**config.mk**
```make
export PLATFORM = sky130hd
export DESIGN_NAME = irq_unit
export DESIGN_NICKNAME = d
export VERILOG_FILES = /design/src/rtl/irq_unit_pkg.sv /design/src/rtl/irq_ctrl_regs.sv /design/src/rtl/irq_status_bank.sv /design/src/rtl/irq_line_drive.sv /design/src/rtl/irq_unit.sv
export SDC_FILE = /design/constraint.sdc
export NUM_CORES = 1
export LEC_CHECK = 0
export BUFFER_PORTS_ARGS = -buffer_cell sky130_fd_sc_hd__clkbuf_2
export CAP_MARGIN = 30
export CORE_MARGIN = 2
export CORE_UTILIZATION = 46
export CTS_BUF_LIST = sky130_fd_sc_hd__clkbuf_16
export CTS_CLUSTER_DIAMETER = 60
export DETAILED_ROUTE_END_ITERATION = 12
export GPL_TIMING_DRIVEN = 0
export PLACE_DENSITY = 0.86
export SLEW_MARGIN = 40
export SYNTH_ARGS = -nofsm -noshare
export SYNTH_HDL_FRONTEND = slang
export SYNTH_SLANG_ARGS = --single-unit
```
**constraint.sdc**
```tcl
create_clock -name clk -period 6.2 [get_ports clk]
set_input_delay 1.86 -clock clk [delete_from_list [all_inputs] [get_ports clk]]
set_output_delay 1.86 -clock clk [all_outputs]
set_load 0.005 [all_outputs]
```
**src/rtl/irq_unit_pkg.sv**
```systemverilog
// Package: register offsets, source bit positions and line modes for the interrupt unit.
// Assumes: offsets fit in the top module's ADDR_W address.
package irq_unit_pkg;
    localparam int NUM_SRC    = 4;
    localparam int OFS_ENABLE = 'h08;
    localparam int OFS_VECTOR = 'h0C;
    localparam int OFS_STATUS = 'h10;
    localparam int OFS_CAPS   = 'h14;
    localparam int GLOBAL_BIT = 31;
    localparam int MODE_LSB   = 3;
    localparam int VEC_W      = 8;
    localparam int BURST_BIT  = 8;
    // Register bit of each source, in src_pulse index order
    localparam int SRC_POS [NUM_SRC] = '{0, 1, 2, 7};

    typedef enum logic [1:0] {
        MODE_LVL_HI    = 2'b00,
        MODE_LVL_LO    = 2'b01,
        MODE_EDGE_RISE = 2'b10,
        MODE_EDGE_FALL = 2'b11
    } line_mode_e;
endpackage

```
**src/rtl/irq_ctrl_regs.sv**
```systemverilog
// Holds the global enable, per-source enables, line mode and vector value.
// Assumes: wr_ctl and wr_vec are already decoded and never high together.
module irq_ctrl_regs
    import irq_unit_pkg::*;
(
    input  logic               clk,
    input  logic               rst_n,
    input  logic               wr_ctl,
    input  logic               wr_vec,
    input  logic [31:0]        wdata,
    output logic               glob_en,
    output logic [NUM_SRC-1:0] src_en,
    output line_mode_e         mode,
    output logic [VEC_W-1:0]   vector
);
    // Control register: global enable, mode field, source enables
    always_ff @(posedge clk) begin
        if (!rst_n) begin
            glob_en <= 1'b0;
            mode    <= MODE_LVL_HI;
            src_en  <= '0;
        end else if (wr_ctl) begin
            glob_en <= wdata[GLOBAL_BIT];
            mode    <= line_mode_e'(wdata[MODE_LSB +: 2]);
            for (int i = 0; i < NUM_SRC; i++) begin
                src_en[i] <= wdata[SRC_POS[i]];
            end
        end
    end

    // Vector register: plain storage for software
    always_ff @(posedge clk) begin
        if (!rst_n) begin
            vector <= '0;
        end else if (wr_vec) begin
            vector <= wdata[VEC_W-1:0];
        end
    end
endmodule

```
**src/rtl/irq_status_bank.sv**
```systemverilog
// Sticky event bits, one per source; set by pulses, cleared by write-one.
// Assumes: clr[i] is already qualified with the status write strobe.
module irq_status_bank
    import irq_unit_pkg::*;
(
    input  logic               clk,
    input  logic               rst_n,
    input  logic [NUM_SRC-1:0] set,
    input  logic [NUM_SRC-1:0] clr,
    output logic [NUM_SRC-1:0] sts
);
    for (genvar g = 0; g < NUM_SRC; g++) begin : g_bit
        // One status bit; a set in the same cycle overrides a clear
        always_ff @(posedge clk) begin
            if (!rst_n) begin
                sts[g] <= 1'b0;
            end else if (set[g]) begin
                sts[g] <= 1'b1;
            end else if (clr[g]) begin
                sts[g] <= 1'b0;
            end
        end
    end
endmodule

```
**src/rtl/irq_line_drive.sv**
```systemverilog
// Forms the pending condition and shapes the line for level/edge and polarity.
// Assumes: inputs come from registers, so the output is glitch-free per cycle.
module irq_line_drive
    import irq_unit_pkg::*;
(
    input  logic               clk,
    input  logic               rst_n,
    input  logic [NUM_SRC-1:0] sts,
    input  logic [NUM_SRC-1:0] src_en,
    input  logic               glob_en,
    input  line_mode_e         mode,
    output logic               line
);
    logic pending;
    logic pend_d1;
    logic active;

    // Pending: global gate over any enabled status bit
    always_comb pending = glob_en & (|(sts & src_en));

    // Previous pending value, used to detect new assertions
    always_ff @(posedge clk) begin
        if (!rst_n) pend_d1 <= 1'b0;
        else        pend_d1 <= pending;
    end

    // Edge modes give a one-cycle pulse; polarity set by mode bit 0
    always_comb begin
        active = mode[1] ? (pending & ~pend_d1) : pending;
        line   = active ^ mode[0];
    end
endmodule

```
**src/rtl/irq_unit.sv**
```systemverilog
// Top: register decode and read mux around the control, status and line blocks.
// Assumes: reads are combinational; writes land on the edge where reg_we is high.
module irq_unit
    import irq_unit_pkg::*;
#(
    parameter int ADDR_W       = 8,
    parameter bit STATIC_BURST = 1'b1
) (
    input  logic              clk,
    input  logic              rst_n,
    input  logic [ADDR_W-1:0] reg_addr,
    input  logic              reg_we,
    input  logic [31:0]       reg_wdata,
    output logic [31:0]       reg_rdata,
    input  logic [NUM_SRC-1:0] src_pulse,
    output logic              irq_out
);
    localparam logic [ADDR_W-1:0] A_EN  = ADDR_W'(OFS_ENABLE);
    localparam logic [ADDR_W-1:0] A_VEC = ADDR_W'(OFS_VECTOR);
    localparam logic [ADDR_W-1:0] A_STS = ADDR_W'(OFS_STATUS);
    localparam logic [ADDR_W-1:0] A_CAP = ADDR_W'(OFS_CAPS);

    logic               wr_ctl, wr_vec, wr_sts;
    logic [NUM_SRC-1:0] clr_v;
    logic               glob_en;
    logic [NUM_SRC-1:0] src_en;
    line_mode_e         mode_q;
    logic [VEC_W-1:0]   vector_q;
    logic [NUM_SRC-1:0] sts_q;
    logic [31:0]        caps;

    // Write decode and per-source clear vector
    always_comb begin
        wr_ctl = reg_we && (reg_addr == A_EN);
        wr_vec = reg_we && (reg_addr == A_VEC);
        wr_sts = reg_we && (reg_addr == A_STS);
        for (int i = 0; i < NUM_SRC; i++) begin
            clr_v[i] = wr_sts & reg_wdata[SRC_POS[i]];
        end
    end

    irq_ctrl_regs u_ctrl (
        .clk     (clk),
        .rst_n   (rst_n),
        .wr_ctl  (wr_ctl),
        .wr_vec  (wr_vec),
        .wdata   (reg_wdata),
        .glob_en (glob_en),
        .src_en  (src_en),
        .mode    (mode_q),
        .vector  (vector_q)
    );

    irq_status_bank u_sts (
        .clk   (clk),
        .rst_n (rst_n),
        .set   (src_pulse),
        .clr   (clr_v),
        .sts   (sts_q)
    );

    irq_line_drive u_line (
        .clk     (clk),
        .rst_n   (rst_n),
        .sts     (sts_q),
        .src_en  (src_en),
        .glob_en (glob_en),
        .mode    (mode_q),
        .line    (irq_out)
    );

    // Capability word: sources, all four signalling styles, burst flag
    always_comb begin
        caps = '0;
        for (int i = 0; i < NUM_SRC; i++) caps[SRC_POS[i]] = 1'b1;
        caps[MODE_LSB +: 4] = 4'hF;
        caps[BURST_BIT]     = STATIC_BURST;
    end

    // Read mux: fields placed at their register positions
    always_comb begin
        reg_rdata = '0;
        if (reg_addr == A_EN) begin
            reg_rdata[GLOBAL_BIT]     = glob_en;
            reg_rdata[MODE_LSB +: 2]  = mode_q;
            for (int i = 0; i < NUM_SRC; i++) reg_rdata[SRC_POS[i]] = src_en[i];
        end else if (reg_addr == A_VEC) begin
            reg_rdata[VEC_W-1:0] = vector_q;
        end else if (reg_addr == A_STS) begin
            for (int i = 0; i < NUM_SRC; i++) reg_rdata[SRC_POS[i]] = sts_q[i];
        end else if (reg_addr == A_CAP) begin
            reg_rdata = caps;
        end
    end
endmodule

```
# Yosys cells after proc, flatten, opt, wreduce, memory -nomap -nowiden

Cells that the tools add are included.

Equal/unequal tests: 4
Mux-type cells: 21
Bitwise logic cells: 9
Reductions and logical operators: 8

Operator list:

| cell                                                | count |
|---|---|
| two-way mux 23 bit                                  | 1 |
| equality test 8 x 4 -> 1 bit, second input constant | 2 |
| equality test 8 x 5 -> 1 bit, second input constant | 2 |
| two-way mux 1 bit                                   | 14 |
| two-way mux 9 bit                                   | 1 |
| two-way mux 8 bit                                   | 1 |
| nonzero test 2 bit                                  | 4 |
| AND 1 bit                                           | 6 |
| two-way mux 5 bit                                   | 1 |
| AND 4 bit                                           | 1 |
| two-way mux 4 bit                                   | 1 |
| OR reduction 4 bit                                  | 1 |
| logical AND 1 bit                                   | 3 |
| two-way mux 3 bit                                   | 1 |
| two-way mux 2 bit                                   | 1 |
| NOT 1 bit                                           | 1 |
| XOR 1 bit                                           | 1 |

Register bits after elaboration: 20
Input bits: 47
Logic and storage cells: 51

# Depth between registers and ports, before layout

Depth in word-level cells: 6
Depth in mapped cells: 4
Mapped depth without buffers: 3

# Hierarchy

From an unflattened synthesis, not the netlist that was laid out.

Cells, all modules: 142
Area, all modules: 1276.2 um2

By module, submodules not included:

| module          | instances | cells each | area each (um2) | seq. area each (um2) |
|---|---|---|---|---|
| irq_ctrl_regs   | 1         | 48         | 571.8           | 300.3 |
| irq_unit        | 1         | 74         | 462.9           | 0.0 |
| irq_status_bank | 1         | 12         | 165.2           | 80.1 |
| irq_line_drive  | 1         | 8          | 76.3            | 20.0 |

# Worst setup path before layout

Ideal clock, no wire load.

Path type: input-to-output
From: in reg_addr[3]
To: out reg_rdata[1]
Arrival: 2844 ps
Slack: 1496 ps
Cell stages on the path: 3
Path buffers: 0
Cell sequence: nor4b_2 -> nor3b_1 -> nor4_1

Word-level cells in the longest chain between the ends: 5
Elaborated cells on any way between the ends: 8
Classes of those cells: eq/ne: 4; mux: 4

Ends and longest elaborated chain:

| item                         | line           | RTL |
|---|---|---|
| start, declared              | irq_unit.sv:11 | `input logic [ADDR_W-1:0] reg_addr,` |
| equality test 8 x 5 -> 1 bit | irq_unit.sv:91 | `end else if (reg_addr == A_CAP) begin` |
| two-way mux 9 bit            | irq_unit.sv:91 |  |
| two-way mux 3 bit            | irq_unit.sv:89 | `end else if (reg_addr == A_STS) begin` |
| two-way mux 8 bit            | irq_unit.sv:87 | `end else if (reg_addr == A_VEC) begin` |
| two-way mux 5 bit *          | irq_unit.sv:83 | `if (reg_addr == A_EN) begin` |
| end, declared                | irq_unit.sv:14 | `output logic [31:0] reg_rdata,` |

Mark *: on every way between the ends. The rest lies on a longest branch, timed or not.

# Final worst setup path

From: in reg_addr[5]
To: out reg_rdata[7]

Word-level cells in the longest chain between the ends: 5
Elaborated cells on any way between the ends: 8
Classes of those cells: eq/ne: 4; mux: 4

Ends and longest elaborated chain:

| item                         | line |
|---|---|
| equality test 8 x 5 -> 1 bit | irq_unit.sv:91 |
| two-way mux 9 bit            | irq_unit.sv:91 |
| two-way mux 1 bit            | irq_unit.sv:89 |
| two-way mux 8 bit            | irq_unit.sv:87 |
| two-way mux 1 bit *          | irq_unit.sv:83 |

Marked as above.

==> reports/results.md <==
| Metric | Value |
|:---|:---|
| Run status | finished clean |
| Seq/Total Area, Yosys | 0.315 |
| Final Slew Violations | 0 |
| Detailed placer's ending HPWL | 2210 µm |
| First drt pass iteration count | 4 |
| Part of the total power dissipated in combinational logic | 0.146 |
| Critical path data arrival time | 3.30 ns |
| Sequential share of power | 0.433 |
| Most common cell in the netlist | sky130_fd_sc_hd__nand2_1 |
| Measured slew at the worst slew-check pin | 0.780 ns |
| Flip-flop and latch count after synthesis | 20 |
| Post-CTS setup-driven buffer insertion count | 0 |
| Hold bufs inserted after CTS | 0 |
| Worst hold slack | 0.467 ns |
| Remaining antenna violation count after routing | 0 |
| Net Switching | 67.7 µW |
| Routed len/inst | 12.4 µm |
| Worst ir drop on vdd | 217 µV |
| Total Nets Final | 259 |
| Final clock skew | 0.00256 ns |
| Number of violations of the max-capacitance limit | 0 |
| Final critical-path required period | 5.16 ns |
| Clock-pin transition on the worst setup and hold timing paths | 0.05 ns |
| Post-detailed-route DRC marker count | 0 |
| Nature of the critical path endpoint | primary output |
| Min-Delay Startpoint | u_ctrl.vector[6]$_SDFFE_PN0P_ |
| Pwr/cell area | 187 nW/µm² |
| Effective utilization at floorplan | 0.473 |
| Final cell count without fillers | 241 |
| Root cell of the clock tree | sky130_fd_sc_hd__clkbuf_16 |
| Internal Power | 238 µW |
| Most instantiated flip-flop cell in the synthesis netlist | sky130_fd_sc_hd__dfxtp_1 |
| Clock latency on the worst-skew pair | 0.25 ns |
| Number of clock buffers inserted by TritonCTS | 3 |
| Area Growth Syn to Fin | 28.5% |
| Fraction of layout cells with a size suffix above 1 | 0.324 |
| Final number of setup-violating endpoints | 0 |
| Overall global routing resource usage | 0.186 |
| Setup repair after global routing missed its margin | no |
| Startpoint-to-endpoint class of the critical path | input port to primary output |
| Fraction of registers with async set/reset | 0 |
| Clock tree from TritonCTS | built |
| Count of input and output buffers | 32 |
| Startpoint of the worst-slack reg-to-reg timing path | u_sts.sts[0]$_SDFFE_PN0P_ |
| TNS Setup | 0 ns |
| Total number of yosys warnings | 0 |
| Number of enable-type register cells in the synthesized netlist | 0 |
| Startpoint Class | input port |
| Leakage power | 0.791 nW |
| DRC violation total after the first TritonRoute iteration | 35 |
| Min-Delay Path Class | flop to flop |
| Fillers | 250 |
| Maximum clock path buffer count | 2 |
| Min setup slack post-route | 1.04 ns |
| Number of H-tree branching levels | 1 |
| Number of antenna violations at the first check in global routing | 0 |
| Final clock period utilization by the worst path | 0.832 |
| Global-route wire length before repair | 4670 µm |
| Floorplan die area | 3200 µm² |
| Die span in y | 56.5 µm |
| Syn Inst Count | 154 |
| Area of the mapped netlist | 1270 µm² |
| Mean area per synthesized cell | 8.25 µm² |
| Gates resized, CTS repair | 0 |
| Clock sink count | 20 |
| Fraction of power consumed by the clock network | 0.421 |
| Total number of vias | 1,197 |
| Data required time at the worst endpoint | 4.34 ns |
| Cell types with the highest counts after synthesis | sky130_fd_sc_hd__nand2_1 (30), sky130_fd_sc_hd__buf_4 (22), sky130_fd_sc_hd__dfxtp_1 (20) |
| Most area-consuming cells after synthesis | sky130_fd_sc_hd__dfxtp_1 (32%), sky130_fd_sc_hd__buf_4 (13%), sky130_fd_sc_hd__mux2i_1 (12%) |
| RePlAce Congestion | 0.777 |
| DP Cell Count | 238 |
| Critical path fanouts, max | 6 |
| Horizontal extent of the die | 56.5 µm |
| Placement row count | 19 |
| Net switching share of the total power | 0.222 |
| Overall routed net length | 3000 µm |
| Setup Slack @ Placement | 0.999 ns |
| Floorplan core area | 2690 µm² |
| Number of global-route vias before repair | 1,015 |
| Post-synth cell types | 29 |
| Area leader, netlist | sky130_fd_sc_hd__dfxtp_1 |
| Upper clock frequency limit | 194 MHz |
| Per-cell via count in the routed design | 4.97 |
| IO Count | 80 |
| Launching element of the worst setup path | reg_addr[5] |
| Overall overflow remaining after global route | 0 |
| Worst rel slew slack | 0.479 |
| Final hold violations | 0 |
| Count of antenna diodes in the layout | 0 |
| Maximum number of pins on one net before global-route repair | 11 |
| Fraction of synthesized cell area taken by the top area cell type | 0.315 |
[layout make-up]
class | instances | area, µm² | area share
buffer | 28 | 195 | 0.120
clock buffer | 3 | 75.1 | 0.0460
timing repair buffer | 32 | 160 | 0.0982
inverter | 4 | 15.0 | 0.00920
tap | 31 | 38.8 | 0.0238
multi-input combinational | 123 | 747 | 0.458
sequential | 20 | 400 | 0.245
[power by group through the flow]
stage                     sequential [mW]  clock, mW  combinational, mW
after global routing                0.132      0.135             0.0492
after floorplan                     0.134          0             0.0296
after detailed placement            0.135          0             0.0429
final                               0.132      0.128             0.0446
after global placement              0.135          0             0.0421
after CTS                           0.132      0.131             0.0432
[routing by layer]
| metal | global-route usage | wire length (µm) | up-vias |
|---|---|---|---|
| li1 | - | - | 604 |
| met2 | 0.302 | 1470 | 55 |
| met3 | 0.0507 | 292 | 0 |
| met1 | 0.251 | 1240 | 538 |
| met4 | 0.0306 | 0 | 0 |
| met5 | 0 | 0 | - |
[placed cells by master, fill, tap and decap left out, types with 5 or more instances in the layout]
| cell | n |
|---|---|
| sky130_fd_sc_hd__nor3_1 | 5 |
| sky130_fd_sc_hd__dfxtp_1 | 20 |
| sky130_fd_sc_hd__clkbuf_1 | 5 |
| sky130_fd_sc_hd__buf_4 | 22 |
| sky130_fd_sc_hd__mux2i_1 | 15 |
| sky130_fd_sc_hd__a21oi_1 | 8 |
| sky130_fd_sc_hd__conb_1 | 22 |
| sky130_fd_sc_hd__clkbuf_2 | 32 |
| sky130_fd_sc_hd__nor2_1 | 6 |
| sky130_fd_sc_hd__nand2_1 | 30 |
[per-stage QoR]
stage / util / power, mW / instance area, µm²
final: 0.607 / 0.305 / 1630
after global routing: 0.607 / 0.317 / 1630
after floorplan: - / 0.164 / 1350
after CTS: 0.604 / 0.306 / 1620
after global placement: 0.576 / 0.177 / 1550
after detailed placement: 0.576 / 0.178 / 1550
[sequential cells by signal (all words and copies together) (netlist names)]
name	flops
u_ctrl.vector	8
u_ctrl.src_en	4
u_sts.sts	4
u_ctrl.mode	2
u_ctrl.glob_en	1
u_line.pend_d1	1
[worst max-delay path, cell delays in order]
cell                       delay (ns)
sky130_fd_sc_hd__clkbuf_2        0.09
sky130_fd_sc_hd__nor3_1          0.56
sky130_fd_sc_hd__nand2_1         0.26
sky130_fd_sc_hd__nor4_1          0.35
sky130_fd_sc_hd__clkbuf_2        0.17
[path summary, 6_finish.rpt]
| kind | to | slack [ns] | cells past startpoint |
|---|---|---|---|
| setup reg to reg | u_line.pend_d1$_SDFF_PN0_ | 5.36 | 3 |
| hold / removal | u_ctrl.vector[6]$_SDFFE_PN0P_ | 0.47 | 2 |
| setup / recovery | reg_rdata[7] | 1.04 | 5 |
| hold reg to reg | u_ctrl.vector[6]$_SDFFE_PN0P_ | 0.47 | 2 |
[kinds of logic (layout without fill, tap and decap cells)]
group,after synthesis,in the layout,synth area share
AND/OR/NAND/NOR,64,64,0.287
buffers and inverters,32,67,0.166
AO/OA/AOI/OAI,21,21,0.104
flip-flops,20,20,0.315
multiplexers,15,15,0.118
other,1,22,0.00295
XOR/XNOR,1,1,0.00690
Note: power is estimated with default switching activity, not from simulation.
